### src/rtl/mdio_pkg.sv
package mdio_pkg;
    localparam int CMD_WR_BIT = 14;
    localparam int CMD_RD_BIT = 13;
    localparam int PHY_LSB    = 8;
    localparam int FIELD_W    = 5;
    localparam int WORD_W     = 16;
    // header after preamble: start(2) op(2) phy reg turnaround(2) data
    localparam int BODY_LEN   = 2 + 2 + 2 * FIELD_W + 2 + WORD_W;

    localparam logic [1:0] SOF_BITS = 2'b01;
    localparam logic [1:0] OP_READ  = 2'b10;
    localparam logic [1:0] OP_WRITE = 2'b01;
    localparam logic [1:0] TA_WRITE = 2'b10;

    typedef enum logic [1:0] {
        SEL_CMD   = 2'd0,
        SEL_WDATA = 2'd1,
        SEL_RDATA = 2'd2,
        SEL_NONE  = 2'd3
    } reg_sel_e;
endpackage

### src/rtl/mdio_clkdiv.sv
module mdio_clkdiv #(
    parameter int HALF_DIV = 4
) (
    input  logic clk,
    input  logic rst_n,
    input  logic run,
    output logic mdc,
    output logic rise_ev,
    output logic fall_ev
);
    localparam int CW = (HALF_DIV > 1) ? $clog2(HALF_DIV) : 1;
    localparam logic [CW-1:0] LAST = CW'(HALF_DIV - 1);

    typedef struct packed {
        logic [CW-1:0] cnt;
        logic          clk_lvl;
    } div_t;

    div_t div_d, div_q;
    logic term;

    always_comb begin
        div_d = div_q;
        term  = run && (div_q.cnt == LAST);
        if (!run) begin
            div_d.cnt     = '0;
            div_d.clk_lvl = 1'b0;
        end else if (term) begin
            div_d.cnt     = '0;
            div_d.clk_lvl = ~div_q.clk_lvl;
        end else begin
            div_d.cnt = div_q.cnt + 1'b1;
        end
    end

    always_ff @(posedge clk or negedge rst_n) begin
        if (!rst_n) div_q <= '0;
        else        div_q <= div_d;
    end

    assign mdc     = div_q.clk_lvl;
    assign rise_ev = term && !div_q.clk_lvl;
    assign fall_ev = term &&  div_q.clk_lvl;
endmodule

### src/rtl/mdio_frame_seq.sv
module mdio_frame_seq
    import mdio_pkg::*;
#(
    parameter int PREAMBLE_LEN = 32
) (
    input  logic              clk,
    input  logic              rst_n,
    input  logic              start,
    input  logic              start_rd,
    input  logic [FIELD_W-1:0] phy,
    input  logic [FIELD_W-1:0] regno,
    input  logic [WORD_W-1:0] wdata,
    input  logic              rise_ev,
    input  logic              fall_ev,
    input  logic              mdio_i,
    output logic              busy,
    output logic              is_rd,
    output logic              done,
    output logic [WORD_W-1:0] cap,
    output logic              mdio_o,
    output logic              mdio_oe
);
    localparam int FRAME_LEN = PREAMBLE_LEN + BODY_LEN;
    localparam int IW        = $clog2(FRAME_LEN);
    localparam int REL_IDX   = PREAMBLE_LEN + 4 + 2 * FIELD_W;
    localparam logic [IW-1:0] LAST_IDX = IW'(FRAME_LEN - 1);
    localparam logic [IW-1:0] REL_POS  = IW'(REL_IDX);

    typedef struct packed {
        logic                 busy;
        logic                 is_rd;
        logic [IW-1:0]        idx;
        logic [FRAME_LEN-1:0] sh;
        logic [WORD_W-1:0]    cap;
    } seq_t;

    seq_t seq_d, seq_q;

    always_comb begin
        seq_d = seq_q;
        done  = 1'b0;
        if (!seq_q.busy) begin
            if (start) begin
                seq_d.busy  = 1'b1;
                seq_d.is_rd = start_rd;
                seq_d.idx   = '0;
                seq_d.sh    = {{PREAMBLE_LEN{1'b1}}, SOF_BITS,
                               start_rd ? OP_READ : OP_WRITE, phy, regno,
                               start_rd ? 2'b11 : TA_WRITE,
                               start_rd ? {WORD_W{1'b1}} : wdata};
            end
        end else begin
            if (rise_ev && seq_q.is_rd)
                seq_d.cap = {seq_q.cap[WORD_W-2:0], mdio_i};
            if (fall_ev) begin
                if (seq_q.idx == LAST_IDX) begin
                    seq_d.busy = 1'b0;
                    done       = 1'b1;
                end else begin
                    seq_d.idx = seq_q.idx + 1'b1;
                    seq_d.sh  = {seq_q.sh[FRAME_LEN-2:0], 1'b1};
                end
            end
        end
    end

    always_ff @(posedge clk or negedge rst_n) begin
        if (!rst_n) seq_q <= '0;
        else        seq_q <= seq_d;
    end

    assign busy    = seq_q.busy;
    assign is_rd   = seq_q.is_rd;
    assign cap     = seq_q.cap;
    assign mdio_o  = seq_q.busy ? seq_q.sh[FRAME_LEN-1] : 1'b1;
    assign mdio_oe = seq_q.busy && (!seq_q.is_rd || (seq_q.idx < REL_POS));
endmodule

### src/rtl/mdio_cmd_engine.sv
module mdio_cmd_engine
    import mdio_pkg::*;
#(
    parameter int HALF_DIV     = 4,
    parameter int PREAMBLE_LEN = 32
) (
    input  logic        clk,
    input  logic        rst_n,
    input  logic        reg_wr_en,
    input  logic [1:0]  reg_addr,
    input  logic [15:0] reg_wdata,
    output logic [15:0] reg_rdata,
    output logic        mdc,
    output logic        mdio_o,
    output logic        mdio_oe,
    input  logic        mdio_i
);
    typedef struct packed {
        logic [WORD_W-1:0] cmd;
        logic [WORD_W-1:0] wdata;
        logic [WORD_W-1:0] rdata;
        logic              wr_flag;
        logic              rd_flag;
    } host_t;

    host_t host_d, host_q;

    logic              seq_busy, seq_is_rd, seq_done;
    logic [WORD_W-1:0] seq_cap;
    logic              rise_ev, fall_ev;
    logic              cmd_hit, engine_busy, launch;
    logic              wr_flag_q, rd_flag_q;
    logic [WORD_W-1:0] cmd_q;

    always_comb begin
        host_d      = host_q;
        cmd_hit     = reg_wr_en && (reg_sel_e'(reg_addr) == SEL_CMD);
        engine_busy = host_q.wr_flag || host_q.rd_flag;
        launch      = cmd_hit && !engine_busy &&
                      (reg_wdata[CMD_WR_BIT] || reg_wdata[CMD_RD_BIT]);

        if (reg_wr_en && (reg_sel_e'(reg_addr) == SEL_WDATA))
            host_d.wdata = reg_wdata;

        if (cmd_hit && !engine_busy) begin
            host_d.cmd     = reg_wdata;
            host_d.rd_flag = reg_wdata[CMD_RD_BIT];
            host_d.wr_flag = reg_wdata[CMD_WR_BIT] && !reg_wdata[CMD_RD_BIT];
        end

        if (seq_done) begin
            host_d.wr_flag = 1'b0;
            host_d.rd_flag = 1'b0;
            if (seq_is_rd) host_d.rdata = seq_cap;
        end
    end

    always_ff @(posedge clk or negedge rst_n) begin
        if (!rst_n) host_q <= '0;
        else        host_q <= host_d;
    end

    assign wr_flag_q = host_q.wr_flag;
    assign rd_flag_q = host_q.rd_flag;
    assign cmd_q     = host_q.cmd;

    always_comb begin
        case (reg_sel_e'(reg_addr))
            SEL_CMD:   reg_rdata = {cmd_q[15], wr_flag_q, rd_flag_q, cmd_q[12:0]};
            SEL_WDATA: reg_rdata = host_q.wdata;
            SEL_RDATA: reg_rdata = host_q.rdata;
            default:   reg_rdata = '0;
        endcase
    end

    mdio_clkdiv #(.HALF_DIV(HALF_DIV)) u_div (
        .clk     (clk),
        .rst_n   (rst_n),
        .run     (seq_busy),
        .mdc     (mdc),
        .rise_ev (rise_ev),
        .fall_ev (fall_ev)
    );

    mdio_frame_seq #(.PREAMBLE_LEN(PREAMBLE_LEN)) u_seq (
        .clk      (clk),
        .rst_n    (rst_n),
        .start    (launch),
        .start_rd (reg_wdata[CMD_RD_BIT]),
        .phy      (reg_wdata[PHY_LSB +: FIELD_W]),
        .regno    (reg_wdata[FIELD_W-1:0]),
        .wdata    (host_q.wdata),
        .rise_ev  (rise_ev),
        .fall_ev  (fall_ev),
        .mdio_i   (mdio_i),
        .busy     (seq_busy),
        .is_rd    (seq_is_rd),
        .done     (seq_done),
        .cap      (seq_cap),
        .mdio_o   (mdio_o),
        .mdio_oe  (mdio_oe)
    );
endmodule

### config.mk
export PLATFORM = sky130hd
export DESIGN_NAME = mdio_cmd_engine
export DESIGN_NICKNAME = d
export VERILOG_FILES = /design/src/rtl/mdio_pkg.sv /design/src/rtl/mdio_clkdiv.sv /design/src/rtl/mdio_frame_seq.sv /design/src/rtl/mdio_cmd_engine.sv
export SDC_FILE = /design/constraint.sdc
export NUM_CORES = 1
export LEC_CHECK = 0
export ABC_CLOCK_PERIOD_IN_PS = 4900
export BUFFER_PORTS_ARGS = -buffer_cell sky130_fd_sc_hd__buf_2
export CAP_MARGIN = 20
export CORE_MARGIN = 5
export CORE_UTILIZATION = 35
export CTS_CLUSTER_DIAMETER = 150
export DETAILED_ROUTE_END_ITERATION = 7
export SETUP_SLACK_MARGIN = 0.2
export SLEW_MARGIN = 25
export SYNTH_ARGS = -nofsm -noshare
export SYNTH_HDL_FRONTEND = slang
export SYNTH_SLANG_ARGS = --single-unit
### constraint.sdc
create_clock -name clk -period 4.9 [get_ports clk]
set_input_delay 0.49 -clock clk [delete_from_list [all_inputs] [get_ports clk]]
set_output_delay 0.49 -clock clk [all_outputs]
set_load 0.005 [all_outputs]
# After elaboration in Yosys (flattened, before gate mapping)
# Cells that the tools add are included.
word_totals:
  output_inout_bits: 19
  word_cells: 68
  in_bits: 22
  reg_bits: 141
op_classes:
  addsub: 2
  eq_ne: 7
  n_mux: 20
  bitwise: 2
  reduce_logical: 24
  magnitude_cmp: 1
ops:
  columns: ["operator", "n"]
  rows:
  - ["$mux W70", 3]
  - ["$mux W72", 1]
  - ["$pmux W16 S3", 1]
  - ["$mux W16", 1]
  - ["$logic_and A1 B1 Y1", 10]
  - ["$mux W1", 9]
  - ["$mux W2", 4]
  - ["$add A6 B1 Y6 const B", 1]
  - ["$eq A6 B6 Y1 const B", 1]
  - ["$lt A6 B6 Y1 const B", 1]
  - ["$ne A2 B2 Y1 const B", 3]
  - ["$reduce_and A2 Y1", 3]
  - ["$eq A2 B2 Y1 const B", 2]
  - ["$logic_not A1 Y1", 4]
  - ["$reduce_bool A2 Y1", 2]
  - ["$logic_or A1 B1 Y1", 3]
  - ["$mux W3", 1]
  - ["$reduce_and A3 Y1", 1]
  - ["$add A2 B1 Y2 const B", 1]
  - ["$eq A2 B1 Y1 const B", 1]
  - ["$logic_not A2 Y1", 1]
  - ["$not A1 Y1", 2]

# Depth between registers and ports, before layout
depth:
  depth_word: 6
  mapped_depth: 7
  mapped_depth_nobuf: 5

# By module
# Synthesis repeated with hierarchy kept, for this count alone.
unflattened:
  hier_cells: 608
  hier_area_um2: 7074.3
modules_own_cells:
  columns: ["mod", "cells_each", "seq_area_each_um2", "n_inst", "area_per_inst_um2"]
  rows:
  - ["mdio_frame_seq", 433, 2202.1, 1, 4727.0]
  - ["mdio_cmd_engine", 164, 1201.2, 1, 2212.1]
  - ["mdio_clkdiv", 11, 75.1, 1, 135.1]

# Worst setup path before layout
# No wires, ideal clock.
synth_path:
  path_kind: "input port to output port"
  startpoint: "input reg_addr[0]"
  endpoint: "output reg_rdata[10]"
  path_slack_ps: 3044
  stages: 6
  t_arrival_ps: 1366
  n_path_buf: 3
  required_ps: 4410
  path_cell_list: "buf_6 > nor2b_1 > clkbuf_1 > clkbuf_1 > nand2_1 > o21ai_0"
synth_between:
  elab_chain_len: 2
  elab_cells_between_ends: 4
  cone_classes: "eq/ne: 2; mux: 1; reduce/logical: 1"
synth_lines:
  columns: ["element", "line", "rtl"]
  rows:
  - ["start: declaration", "mdio_cmd_engine.sv:10", "input logic [1:0] reg_addr,"]
  - ["$eq A2 B2 Y1 (tied with other cells)", "mdio_cmd_engine.sv:68", "case (reg_sel_e'(reg_addr))"]
  - ["$pmux W16 S3 (*)", "mdio_cmd_engine.sv:68", null]
  - ["end: declaration", "mdio_cmd_engine.sv:12", "output logic [15:0] reg_rdata,"]
# Mark *: on every way between the ends. The rest lies on a longest branch, timed or not.

# Worst setup path in the final report
layout_path:
  startpoint: "register u_seq.seq_q, in the netlist u_seq.busy"
  endpoint: "register u_seq.seq_q[28] (netlist name)"
layout_between:
  elab_chain_len: 4
  elab_cells_between_ends: 7
  cone_classes: "eq/ne: 2; mux: 1; reduce/logical: 4"
layout_lines:
  columns: ["element", "line", "rtl"]
  rows:
  - ["start: declaration", "mdio_frame_seq.sv:37", "seq_t seq_d, seq_q;"]
  - ["start signal: assignment", "mdio_frame_seq.sv:69", "else seq_q <= seq_d;"]
  - ["$logic_and A1 B1 Y1", "mdio_clkdiv.sv:24", "term = run && (div_q.cnt == LAST);"]
  - ["$logic_and A1 B1 Y1", "mdio_clkdiv.sv:43", "assign fall_ev = term && div_q.clk_lvl;"]
  - ["$ne A2 B2 Y1 (no line)", null, null]
  - ["$reduce_and A3 Y1 (no line)", null, null]
# Several ways; a longest one is shown, not always the timed one.
# A chain may end at the register's enable or synchronous reset.

==> impl_metrics.csv <==
group,metric,value,unit
placement,place_ws,1893,ps
clock_network,cts.sinks,139,
placement,dp_hpwl,8.216,mm
yosys,synthTopCellsByArea,"dfrtp_1 (58%), mux2_2 (12%), nand2_1 (6.2%)",
yosys,yosys.area_share.adder,0.4154,%
route,drtAntennaViolNets,0,
layout,multi_input_area,2356,um^2
clock_network,cts_tree,"yes",
floorplan,dieArea,19940,um^2
layout,layout.nets,590,
grt,grt_pass1_wl,21.51,mm
timing,maxSlewHeadroom,30.19,%
worst_setup_path,end_kind,"register",
layout,drive_above_1_share,25.22,%
grt,grt_max_degree,94,
grt,gr-usage-all-layers,13.52,%
route,drt_iter0_markers,302,
layout,fin_cells,804,
timing,clock_skew,7.418,ps
floorplan,ios,41,
clock_network,clockRootBuffer,"clkbuf_16",
worst_setup_path,crit_path_cell_trace,"nand3_1, o21ba_2, nor2_2, a221o_1",
clock_network,path_clk_slew,60,ps
worst_setup_path,crit_family,"compound AO/OA/AOI/OAI gates",
yosys,synth_cell_type_count,42,
worst_setup_path,critPathSlowestCell,"o21ba_2",
yosys,syn_area,6025,um^2
floorplan,die_h,141.2,um
yosys,synth_top_area_cell,"dfrtp_1",
timing,clock.fmax,333.8,MHz
route,viasPerCell,5.107,
timing,finalCriticalPeriod,2996,ps
grt,overflow,0,
timing,setup_slack,1904,ps
timing,tightest_slew,1042,ps
yosys,synth-compound-area-share,7.934,%
grt,antenna_found_initial,0,
yosys,synth-seq-cells,139,
yosys,synth_top_family_by_area,"simple AND/OR/NAND/NOR gates",
min_path,hold_class,"primary input to async pin",
floorplan,rows,48,
clock_network,cts_made_buffers,17,
worst_setup_path,worstSetupStartpointType,"register",
yosys,synth-simple-area-share,16.14,%
pwr,power_per_cell_area,379.5,nW/um^2
yosys,synth_xor_area_share,0.1454,%
worst_setup_path,cp_slowest_stage_delay,880,ps
floorplan,core,17120,um^2
placement,io_buffers,40,
timing,hold_violations,0,
clock_network,postCtsSetupRepairBufs,0,
worst_setup_path,crit_buf_inv,0,
layout,fill_cells,1602,
layout,seq_area,3478,um^2
route,drc,0,
yosys,yosys_warnings,0,
clock_network,clock_tree.buffer_depth,2,
yosys,ys_seq_area_share,57.74,%
timing,setup_violations,0,
yosys,synth.avg_cell_area,11.24,um^2
yosys,syn_nets,560,
floorplan,die_w,141.2,um
layout,final_core_util,41.02,%
route,routedWlPerCell,15.91,um
worst_setup_path,arrival,3290,ps
layout,n_antenna_cell,0,
route,drt-total-wl,12.79,mm
worst_setup_path,crit_fanout,38,
yosys,yosys.area.top_type_share,57.74,%
route,dr.pass1.iters,4,
clock_network,cts_resized,0,
timing,final_max_slew_viol_count,0,
timing,fin_tns_setup,0,ps
run,maxCapViolCount,0,
timing,rsz0062_at_grt,"no",
route,via_count,4106,
yosys,synth_cells,536,
yosys,synth.area.mux_share,14.25,%
pwr,power_leakage,3.341,nW
worst_setup_path,required,5190,ps
grt,grt_pass1_vias,4127,
clock_network,htree_levels,4,
outcome,status,"complete, no violations",
worst_setup_path,critPathKind,"register to register",
layout,syn_to_final_growth,16.53,%
pwr,ir_drop,0.2273,mV
timing,period_share,61.14,%
clock_network,clk_latency,410,ps
clock_network,postCtsHoldBufs,0,
placement,post-place-cells,770,
floorplan,start_util,35.20,%
placement,gp_congestion,0.7504,
sequential cells by signal, summed over array words and instances, names as in the netlist:
name         count
host_q          32
wr_flag_q        1
rd_flag_q        1
u_seq.busy       1
u_div.mdc        1
u_seq.is_rd      1
u_seq.cap       16
u_div.div_q      2
u_seq.seq_q     70
cmd_q           14
area by class of cell:
class	count	area share, %
multi-input cells	358	33.56
repair buffers	46	3.867
clock inverters	5	1.497
inverters	4	0.2139
well taps	225	4.010
flip-flops and latches	139	49.55
clock buffers	27	7.307
power by group:
group          total, mW  leakage, nW  internal, mW  switching, mW
logic              0.128         1.38        0.0561         0.0723
registers           1.21         1.67          1.18         0.0287
clock network       1.32        0.294         0.869          0.454
cell families (layout without fill, tap and decap cells):
| logic type | Yosys count | count (layout) |
|---|---|---|
| muxes | 78 | 78 |
| DFF | 139 | 139 |
| buffers and inverters | 39 | 82 |
| xor gates and xnor gates | 1 | 1 |
| adders and majority gates | 2 | 2 |
| and+or+nand+nor | 210 | 210 |
| AOI/OAI and AO/OA | 67 | 67 |
Yosys cell counts (all sizes together):
master / count
clkbuf: 15
nor3b: 1
mux2i: 16
a21boi: 1
and2: 2
o21a: 2
o21bai: 1
o21ai: 25
a22o: 1
nor4: 1
a221o: 15
dfrtp: 139
nor2: 32
o32a: 1
inv: 4
nor3: 5
nand2b: 1
nor4b: 1
o211ai: 1
o211a: 1
a31oi: 5
or4: 1
o21ba: 2
and3b: 1
a21oi: 2
nor2b: 2
buf: 20
nand2: 101
nand3: 57
nand4b: 1
xor2: 1
mux2: 62
ha: 2
nand3b: 4
a22oi: 10
worst paths after layout:
kind / start / endpoint / slack, ps / depth (start not counted)
max: u_seq.busy$_DFF_PN0_ / u_seq.seq_q[28]$_DFFE_PN0P_ / 1900 / 4
min: rst_n / u_seq.seq_q[52]$_DFFE_PN0P_ / 160 / 1
max reg2reg: u_seq.busy$_DFF_PN0_ / u_seq.seq_q[28]$_DFFE_PN0P_ / 1900 / 4
min reg2reg: u_div.div_q[1]$_DFF_PN0_ / u_div.div_q[1]$_DFF_PN0_ / 440 / 1
max in group asynchronous: rst_n / u_seq.seq_q[19]$_DFFE_PN0P_ / 3620 / 2
min in group clk: mdio_i / u_seq.cap[0]$_DFFE_PN0P_ / 310 / 2
worst register-to-register path, delay by kind of cell (launching register included):
| family | cells | cell delay (ps) |
|---|---|---|
| compound gates | 2 | 1250 |
| flops | 1 | 870 |
| simple gates | 2 | 740 |
metal layers:
layer  global-route usage, %  routed length [um]
met5                       0                   0
met4                   5.048                 186
met3                   3.223                 519
met2                   21.52                6242
met1                   17.98                5840
placed cells by master, fill, tap and decap left out, types with 15 or more instances in the layout:
cell         n
a221o_1     15
buf_2       39
clkbuf_16   17
dfrtp_1    139
mux2_2      62
mux2i_1     16
nand2_1    100
nand3_1     56
nor2_1      31
o21ai_0     25
metrics by stage:
step	hold WS (ps)	power [mW]	cell area [um^2]
6_report	158.8	2.664	7020
5_1_grt	228.5	2.765	7020
4_1_cts	192.4	2.699	6985
3_5_place_dp	432.4	1.365	6367
3_3_place_gp	431.0	1.359	6365
2_1_floorplan	194.4	1.292	6025
(Power assumes the default switching activity.)
